$ cat src/rtl/intc_pkg.sv
package intc_pkg;

  localparam int LVL_W = 4;

  typedef logic [LVL_W-1:0] lvl_t;

  // A candidate replaces the current best only when strictly higher, so an
  // earlier (lower) index keeps a tie.
  function automatic logic lvl_beats(lvl_t cand, lvl_t best, logic have_best);
    return !have_best || (cand > best);
  endfunction

  // Acceptance needs a level strictly above the processor mask.
  function automatic logic lvl_accepted(lvl_t lvl, lvl_t mask);
    return lvl > mask;
  endfunction

  function automatic int unsigned vec_number(int unsigned base, int unsigned idx);
    return base + idx;
  endfunction

endpackage

$ cat src/rtl/intc_edge_latch.sv
module intc_edge_latch #(
  parameter int N = 8
) (
  input  logic         clk,
  input  logic         rst_n,
  input  logic [N-1:0] src_req,
  input  logic [N-1:0] src_edge,
  input  logic         clr_we,
  input  logic [N-1:0] clr_bits,
  input  logic [N-1:0] ack_hit,
  output logic [N-1:0] latch_q
);

  logic [N-1:0] prev_q;
  logic [N-1:0] rise;
  logic [N-1:0] clear;

  assign rise  = src_req & ~prev_q & src_edge;
  assign clear = ({N{clr_we}} & clr_bits) | ack_hit;

  always_ff @(posedge clk) begin
    if (!rst_n) begin
      prev_q  <= '0;
      latch_q <= '0;
    end else begin
      prev_q  <= src_req;
      latch_q <= (latch_q & ~clear) | rise;
    end
  end

  for (genvar i = 0; i < N; i++) begin : g_chk
    assert_edge_held_R6: assert property (@(posedge clk) disable iff (!rst_n)
      (latch_q[i] && !clear[i]) |=> latch_q[i]);
    assert_sw_clear_R7: assert property (@(posedge clk) disable iff (!rst_n)
      (clr_we && clr_bits[i] && !rise[i]) |=> !latch_q[i]);
    assert_ack_clears_R8: assert property (@(posedge clk) disable iff (!rst_n)
      (ack_hit[i] && !rise[i]) |=> !latch_q[i]);
  end

endmodule

$ cat src/rtl/intc_arbiter.sv
module intc_arbiter
  import intc_pkg::*;
#(
  parameter int N  = 8,
  parameter int IW = 3
) (
  input  logic [N-1:0]       pend,
  input  logic [N*LVL_W-1:0] prio_flat,
  output logic               win_valid,
  output logic [IW-1:0]      win_idx,
  output lvl_t               win_lvl
);

  always_comb begin
    win_valid = 1'b0;
    win_idx   = '0;
    win_lvl   = '0;
    for (int i = 0; i < N; i++) begin
      if (pend[i] && lvl_beats(prio_flat[i*LVL_W +: LVL_W], win_lvl, win_valid)) begin
        win_valid = 1'b1;
        win_idx   = IW'(i);
        win_lvl   = prio_flat[i*LVL_W +: LVL_W];
      end
    end
  end

endmodule

$ cat src/rtl/intc_accept.sv
module intc_accept
  import intc_pkg::*;
#(
  parameter int N  = 8,
  parameter int IW = 3,
  parameter int VW = 8,
  parameter int VB = 64
) (
  input  logic          clk,
  input  logic          rst_n,
  input  logic          win_valid,
  input  logic [IW-1:0] win_idx,
  input  lvl_t          win_lvl,
  input  logic          win_edge,
  input  lvl_t          cpu_mask,
  input  logic          cpu_ack,
  output logic          cpu_req,
  output logic [VW-1:0] cpu_vec,
  output lvl_t          cpu_lvl,
  output logic          accept_n,
  output logic          ack_valid,
  output logic [IW-1:0] ack_idx
);

  logic          accept_now;
  logic          req_q;
  logic          edge_q;
  logic          hold_q;
  logic [IW-1:0] idx_q;

  assign accept_now = win_valid && lvl_accepted(win_lvl, cpu_mask);

  always_ff @(posedge clk) begin
    if (!rst_n) begin
      req_q   <= 1'b0;
      edge_q  <= 1'b0;
      idx_q   <= '0;
      cpu_vec <= VW'(VB);
      cpu_lvl <= '0;
    end else begin
      req_q <= accept_now;
      if (accept_now) begin
        edge_q  <= win_edge;
        idx_q   <= win_idx;
        cpu_vec <= VW'(vec_number(VB, int'(win_idx)));
        cpu_lvl <= win_lvl;
      end
    end
  end

  // Edge winners keep the pin low until the processor acknowledges entry.
  always_ff @(posedge clk) begin
    if (!rst_n)                       hold_q <= 1'b0;
    else if (accept_now && win_edge)  hold_q <= 1'b1;
    else if (cpu_ack)                 hold_q <= 1'b0;
  end

  assign cpu_req   = req_q;
  assign accept_n  = ~(req_q | hold_q);
  assign ack_valid = cpu_ack & req_q;
  assign ack_idx   = idx_q;

  assert_strict_mask_R4: assert property (@(posedge clk) disable iff (!rst_n)
    req_q |-> (cpu_lvl > $past(cpu_mask)));
  assert_edge_pin_held_R10: assert property (@(posedge clk) disable iff (!rst_n)
    (req_q && edge_q && !cpu_ack) |=> !accept_n);
  assert_nested_accept_R11: assert property (@(posedge clk) disable iff (!rst_n)
    (ack_valid && accept_now) |=> (cpu_req && !accept_n));
  assert_vec_range_R2: assert property (@(posedge clk) disable iff (!rst_n)
    cpu_req |-> ((int'(cpu_vec) >= VB) && (int'(cpu_vec) < VB + N)));

endmodule

$ cat src/rtl/prio_intc.sv
module prio_intc
  import intc_pkg::*;
#(
  parameter int N_SRC    = 8,
  parameter int VEC_W    = 8,
  parameter int VEC_BASE = 64
) (
  input  logic                   clk,
  input  logic                   rst_n,
  input  logic [N_SRC-1:0]       src_req,
  input  logic [N_SRC-1:0]       src_edge,
  input  logic [N_SRC*LVL_W-1:0] src_prio,
  input  logic [LVL_W-1:0]       cpu_mask,
  input  logic                   clr_we,
  input  logic [N_SRC-1:0]       clr_bits,
  output logic [N_SRC-1:0]       edge_stat,
  input  logic                   cpu_ack,
  output logic                   cpu_req,
  output logic [VEC_W-1:0]       cpu_vec,
  output logic [LVL_W-1:0]       cpu_lvl,
  output logic                   accept_n
);

  localparam int IDX_W = (N_SRC > 1) ? $clog2(N_SRC) : 1;

  logic [N_SRC-1:0] latch_q;
  logic [N_SRC-1:0] pend;
  logic [N_SRC-1:0] pend_eff;
  logic [N_SRC-1:0] ack_hit;
  logic             ack_valid;
  logic [IDX_W-1:0] ack_idx;
  logic             win_valid;
  logic [IDX_W-1:0] win_idx;
  lvl_t             win_lvl;
  logic             win_edge;

  intc_edge_latch #(.N(N_SRC)) u_latch (
    .clk      (clk),
    .rst_n    (rst_n),
    .src_req  (src_req),
    .src_edge (src_edge),
    .clr_we   (clr_we),
    .clr_bits (clr_bits),
    .ack_hit  (ack_hit),
    .latch_q  (latch_q)
  );

  assign pend     = (src_edge & latch_q) | (~src_edge & src_req);
  assign ack_hit  = ack_valid ? ({{(N_SRC-1){1'b0}}, 1'b1} << ack_idx) : '0;
  assign pend_eff = pend & ~ack_hit;

  intc_arbiter #(.N(N_SRC), .IW(IDX_W)) u_arb (
    .pend      (pend_eff),
    .prio_flat (src_prio),
    .win_valid (win_valid),
    .win_idx   (win_idx),
    .win_lvl   (win_lvl)
  );

  assign win_edge = src_edge[win_idx];

  intc_accept #(.N(N_SRC), .IW(IDX_W), .VW(VEC_W), .VB(VEC_BASE)) u_acc (
    .clk       (clk),
    .rst_n     (rst_n),
    .win_valid (win_valid),
    .win_idx   (win_idx),
    .win_lvl   (win_lvl),
    .win_edge  (win_edge),
    .cpu_mask  (cpu_mask),
    .cpu_ack   (cpu_ack),
    .cpu_req   (cpu_req),
    .cpu_vec   (cpu_vec),
    .cpu_lvl   (cpu_lvl),
    .accept_n  (accept_n),
    .ack_valid (ack_valid),
    .ack_idx   (ack_idx)
  );

  assign edge_stat = latch_q;

  assert_winner_pending_R2: assert property (@(posedge clk) disable iff (!rst_n)
    win_valid |-> pend_eff[win_idx]);
  assert_ack_excluded_R8: assert property (@(posedge clk) disable iff (!rst_n)
    ack_valid |-> !(win_valid && (win_idx == ack_idx)));

endmodule

$ cat config.mk
export PLATFORM = sky130hd
export DESIGN_NAME = prio_intc
export DESIGN_NICKNAME = d
export VERILOG_FILES = /design/src/rtl/intc_pkg.sv /design/src/rtl/intc_edge_latch.sv /design/src/rtl/intc_arbiter.sv /design/src/rtl/intc_accept.sv /design/src/rtl/prio_intc.sv
export SDC_FILE = /design/constraint.sdc
export NUM_CORES = 1
export LEC_CHECK = 0
export BUFFER_PORTS_ARGS = -buffer_cell sky130_fd_sc_hd__buf_2
export CAP_MARGIN = 15
export CORE_MARGIN = 2
export CORE_UTILIZATION = 47
export DETAILED_ROUTE_END_ITERATION = 12
export PLACE_DENSITY = 0.78
export SLEW_MARGIN = 25
export SYNTH_ARGS = -nofsm -noshare
export SYNTH_HDL_FRONTEND = slang
export SYNTH_SLANG_ARGS = --single-unit
export TNS_END_PERCENT = 10
$ cat constraint.sdc
create_clock -name clk -period 13.75 [get_ports clk]
set_clock_uncertainty 0.2 [all_clocks]
set_input_delay 2.0625 -clock clk [delete_from_list [all_inputs] [get_ports clk]]
set_output_delay 2.0625 -clock clk [all_outputs]
set_load 0.02 [all_outputs]
# ---- Word-level counts from Yosys, hierarchy flattened
# Cells that the tools add are included.
dict set report classes {
  addsub 1
  magnitude_cmp 9
  shifts 1
  muxes 28
  n_bitwise 17
  n_reduce_logical 24
}
# op n
set ops {}
lappend ops {{$and A8 B8 Y8} 7}
lappend ops {{$gt A4 B4 Y1} 8}
lappend ops {{$mux W4} 8}
lappend ops {{$not A8 Y8} 4}
lappend ops {{$or A8 B8 Y8} 3}
lappend ops {{$mux W1} 12}
lappend ops {{$mux W3} 4}
lappend ops {{$logic_and A1 B1 Y1} 9}
lappend ops {{$add A7 B3 Y8 const A} 1}
lappend ops {{$mux W8} 1}
lappend ops {{$shl A1 B3 Y8 const A} 1}
lappend ops {{$logic_not A1 Y1} 7}
lappend ops {{$logic_or A1 B1 Y1} 7}
lappend ops {{$lt A3 B4 Y1 const B} 1}
lappend ops {{$mux W2} 2}
lappend ops {{$bmux W1 S3} 1}
lappend ops {{$reduce_bool A2 Y1} 1}
lappend ops {{$and A1 B1 Y1} 1}
lappend ops {{$not A1 Y1} 1}
lappend ops {{$or A1 B1 Y1} 1}
dict set report totals {
  reg_bits 33
  wordCells 87
}

# ---- Depth between registers and ports, before layout
dict set report depth {
  word_depth 37
  mapped_depth 73
}

# ---- Modules after synthesis
# A second synthesis with hierarchy kept.
dict set report hier_totals {
  cells_unflattened 361
  hier_area_um2 2944.1
}
# module n_inst cells_per_inst area_each_um2
set by_module_without_submodules {}
lappend by_module_without_submodules {intc_arbiter 1 210 1519.0}
lappend by_module_without_submodules {intc_edge_latch 1 58 615.6}
lappend by_module_without_submodules {intc_accept 1 61 530.5}
lappend by_module_without_submodules {prio_intc 1 32 279.0}

# ---- Worst setup path before layout
# Ideal clock, no wire load.
dict set report synth_path {
  path_type {input to register}
  start {input port cpu_ack}
  end {register u_acc.hold_q}
  t_arrival_ns 13.953
  setup_slack_ns -0.477
  path_stages 68
  n_path_buf 6
  cell_sequence {and3b_1 buf_4 a21oi_4 nand2_1 ha_1 nor2b_1 o211ai_1 a211oi_2 nor2b_1 buf_2 a22oi_1 ha_1 a2111oi_0 o32ai_1 nand2_1 nor2_1 or2_2 ha_1 [... 32 more ...] nor2b_1 o21a_1 o21a_1 o21ai_0 a21oi_1 clkbuf_1 nand2_1 o21ai_2 ha_1 nor2b_1 o21a_1 o21a_1 o21ai_0 a21oi_1 nor2b_1 o2111ai_1 a311o_1 a31oi_1}
}
dict set report synth_via {
  elab_chain_len 37
  elab_cells_between_ends 62
  classes_between {order compare (8); mux (27); bitwise (3); reduce/logical (24)}
}
# item line_no
set synth_lines {}
lappend synth_lines {{start: declaration} prio_intc.sv:17} ;# input logic cpu_ack,
lappend synth_lines {{$and A1 B1 Y1 (*)} intc_accept.sv:60} ;# assign ack_valid = cpu_ack & req_q;
lappend synth_lines {{$mux W8 (*)} prio_intc.sv:49} ;# assign ack_hit = ack_valid ? ({{(N_SRC-1){1'b0}}, 1'b1} << ack_idx) : '0;
lappend synth_lines {{$not A8 Y8 (*)} prio_intc.sv:50} ;# assign pend_eff = pend & ~ack_hit;
lappend synth_lines {{$and A8 B8 Y8 (*)} prio_intc.sv:50}
lappend synth_lines {{$mux W4 / $mux W1 (equally long branches)} intc_arbiter.sv:19} ;# if (pend[i] && lvl_beats(prio_flat[i*LVL_W +: LVL_W], win_lvl, win_valid)) begin
lappend synth_lines {{$gt A4 B4 Y1 / $logic_not A1 Y1 (equally long branches)} intc_pkg.sv:10} ;# return !have_best || (cand > best);
lappend synth_lines {{$logic_or A1 B1 Y1} intc_pkg.sv:10}
lappend synth_lines {{$logic_and A1 B1 Y1} intc_arbiter.sv:19}
lappend synth_lines {{[... 22 more ...]} -}
lappend synth_lines {{$logic_or A1 B1 Y1} intc_pkg.sv:10}
lappend synth_lines {{$logic_and A1 B1 Y1} intc_arbiter.sv:19}
lappend synth_lines {{$mux W4 (*)} intc_arbiter.sv:19}
lappend synth_lines {{net u_acc.win_lvl[1]} intc_accept.sv:13} ;# input lvl_t win_lvl,
lappend synth_lines {{$gt A4 B4 Y1 (*)} intc_pkg.sv:15} ;# return lvl > mask;
lappend synth_lines {{$logic_and A1 B1 Y1 (*)} intc_accept.sv:31} ;# assign accept_now = win_valid && lvl_accepted(win_lvl, cpu_mask);
lappend synth_lines {{$logic_and A1 B1 Y1 (*)} intc_accept.sv:54} ;# else if (accept_now && win_edge) hold_q <= 1'b1;
lappend synth_lines {{$mux W1 / $reduce_bool A2 Y1 (equally long branches)} -}
lappend synth_lines {{end signal: assignment} intc_accept.sv:53} ;# if (!rst_n) hold_q <= 1'b0;
lappend synth_lines {{end signal: assignment} intc_accept.sv:54}
lappend synth_lines {{end signal: assignment} intc_accept.sv:55} ;# else if (cpu_ack) hold_q <= 1'b0;
lappend synth_lines {{end: declaration} intc_accept.sv:28} ;# logic hold_q;
# Mark *: on every way through the listed nets, which the timed path passes. The rest lies on a longest branch. The select of a mux whose other input is x is not followed.
# A chain may end at the register's enable or synchronous reset.

# ---- Worst setup path after layout
# Same ends and word-level chain as after synthesis.

==> out/results.ini <==
[outcome]
outcome=finished, final reports clean

[floorplanning]
start_util=0.482
die_w_um=78.9
die_area_um2=6220
core-area_um2=5470
placementRows=27
die_h_um=78.9
io-pin-count=86

[synthesis]
yosys-top-cells-area=dfxtp_1, ha_1, nand2_1
synth-xor-area-share=0
synth_ff_type=dfxtp_1
synth_seq_area_share=0.190
synth_top_family_by_area=compound AO/OA/AOI/OAI gates
synthTopCellsByCount=nand2_1, ha_1, dfxtp_1
synthCells=313
synth_seq_cells=25
synth_edf_count=0
synthAdderAreaFrac=0.147
syn_area_um2=2640
synthMuxAreaShare=0.0664
yosys.area_share.simple=0.222
synth.top_cell.area_share=0.190
synth_top_area_cell=dfxtp_1
synth-compound-area-share=0.304
yosysMostFrequentCell=nand2_1
syn_avg_cell_area_um2=8.42
ys_warn_count=0
async_reset_ff_frac=0
ys_types=68

[global_routing]
grt.total_usage=0.233
grt_pass1_vias=2607
grt_antenna_before_repair=0
grt-ovfl-total=0
grt_max_degree=26
grt_first_pass_wirelength_um=12000

[placement]
dp.cells=481
dp.final_hpwl_um=6000
numPortBuffers=80
place.gp.congestion=0.934

[finish]
fin_nets=521
layout.cells.non_filler=497
drive_gt1_frac=0.473
antenna_cells=0
syn_to_final_growth_pct=40.6

[timing]
timing.fmax_ghz=0.0740
finalHoldViolCount=0
finalSetupViolations=0
slew_headroom=0.629
worst_pin_slew_ns=0.550
fin_crit_ns=13.52
period_share=0.983
rsz0062_at_grt=true
maxSlewViolCount=0

[worst_setup_path]
start_kind=primary input
rr_startpoint=u_acc.cpu_vec[2]
worstSetupEndpointType=register
crit_arrival_ns=13.53
crit_path_frequent_cell=o21a_1
rr_endpoint=u_acc.hold_q
reg2reg_depth=63
cp.required_ns=13.76
cp_slowest_stage_delay_ns=0.38
crit_buf_inv=2
path_max_fanout=7
critical_path.top_delay_family=compound AO/OA/AOI/OAI gates
crit_slowest_cell=a221o_1
worstSetupPathType=primary input to register
r2r_setup_slack_ns=1.63

[cts]
clock_latency_ns=0.28
clk_pin_slew_ns=0.10
postCtsHoldBufs=0
clockBufferDepth=2
cts_tree=yes
h-tree-depth=1
cts_made_buffers=3
clock_sinks=25
cts_root_buf=clkbuf_8

[detailed_routing]
postRouteAntennaNets=0
avgViaCountPerCell=5.74
finalWirelength_um=7750
drt-initial-drc-count=155
vias=2852
wl_per_cell_um=15.6
drc=0
drt_pass1_iterations=5

[min_path]
hold_end=u_latch.latch_q[1]
hold_depth=2
min_from=u_latch.prev_q[1]
hp-class=register to register

[power]
p_leak_nw=1.71
fin_total_pwr_mw=0.548
vdd_drop_max_mv=0.0827
p_per_area_nw_per_um2=148

[job]
maxCapViolCount=0

-- area by class of cell --
| class | instances | area [um2] |
|---|---|---|
| fill | 445 | 1770 |
| tap | 72 | 90.1 |
| clock inverter | 1 | 7.51 |
| inverter | 18 | 67.6 |
| clock buffer | 3 | 41.3 |
| multi-input combinational | 256 | 2280 |
| timing repair buffer | 122 | 723 |
| sequential | 25 | 500 |
-- per-stage QoR --
step | TNS, ns | area, um2 | util | worst slack (ns) | hold WS, ns
6_report | 0 | 3710 | 0.677 | 0.233 | 0.280
4_1_cts | 0 | 3420 | 0.624 | 0.0166 | 0.280
3_5_place_dp | -3.34 | 3340 | 0.611 | -0.475 | 0.268
5_1_grt | -2.37 | 3710 | 0.677 | -0.493 | 0.308
2_1_floorplan | 0 | 2770 | - | 0.0417 | 0.257
3_3_place_gp | -0.638 | 3340 | 0.611 | -0.134 | 0.252
-- repair_timing --
action | 4_1_cts | 5_1_grt
hold endpoints to repair | 0 | 0
setup buffers | 1 | 11
pin swaps | 2 | 39
setup endpoints to repair | 8 | 9
resized for setup | 5 | 33
-- worst reg2reg max path, delay by kind of cell, from the launching register on --
kind / cells / cell delay [ns]
buffers and inverters: 1 / 0.14
muxes: 1 / 0.35
adders and majority gates: 8 / 2.03
AOI/OAI and AO/OA: 38 / 6.49
DFF: 1 / 0.57
and+or+nand+nor: 15 / 2.25
-- worst max path at each step --
| stage | from | endpoint | slack (ns) | cells past startpoint |
|---|---|---|---|---|
| final | cpu_ack | u_acc.hold_q | 0.23 | 64 |
| after global routing | cpu_ack | u_acc.hold_q | -0.49 | 63 |
| after CTS | src_edge[0] | u_acc.hold_q | 0.02 | 66 |
| after detailed placement | cpu_ack | u_acc.cpu_lvl[2] | -0.48 | 64 |
| after global placement | cpu_ack | u_acc.cpu_lvl[2] | -0.13 | 64 |
| after floorplan | cpu_ack | u_acc.hold_q | 0.04 | 69 |
-- power breakdown --
group / switching (mW) / internal [mW]
clock network: 0.0257 / 0.0206
registers: 0.0125 / 0.0853
logic: 0.203 / 0.202
total: 0.241 / 0.308
-- cells by family after synthesis --
group                      count (synthesis)
buffers and inverters                     35
and+or+nand+nor                          102
muxes                                     16
adders and majority gates                 31
other                                      2
DFF                                       25
AOI/OAI and AO/OA                        102
-- registers in the layout (all words and copies together) (netlist names) --
| name | count |
|---|---|
| u_latch.prev_q | 8 |
| u_latch.latch_q | 8 |
| u_acc.cpu_lvl | 4 |
| u_acc.cpu_vec | 3 |
| u_acc.hold_q | 1 |
| u_acc.cpu_req | 1 |
-- metal layers --
| layer | wire length [um] | vias to the layer above | share of wire | global-route usage |
|---|---|---|---|---|
| met4 | 62 | 0 | 0.0080 | 0.0483 |
| met5 | 0 | - | 0 | 0 |
| li1 | - | 1398 | - | - |
| met2 | 3880 | 98 | 0.50 | 0.412 |
| met1 | 3420 | 1347 | 0.44 | 0.306 |
| met3 | 393 | 9 | 0.051 | 0.0250 |
-- cells in the final DEF, fill, tap and decap left out, types with 4 or more instances in the layout --
master / n
nand3b_1: 8
a21oi_2: 10
ha_4: 8
mux2_2: 4
o21ai_1: 4
inv_1: 17
nor2_1: 11
a21oi_1: 11
and4_1: 4
a21o_1: 5
o21ai_2: 6
o211ai_1: 5
conb_1: 5
o221ai_1: 4
a221o_1: 5
buf_2: 80
o21a_1: 7
o2111ai_1: 4
buf_4: 40
mux2i_1: 9
nor2b_1: 6
nand4_1: 7
ha_1: 23
o21ai_0: 6
and2_1: 10
nand2_1: 30
dfxtp_1: 25
No activity file was read; power rests on OpenSTA's default activity.
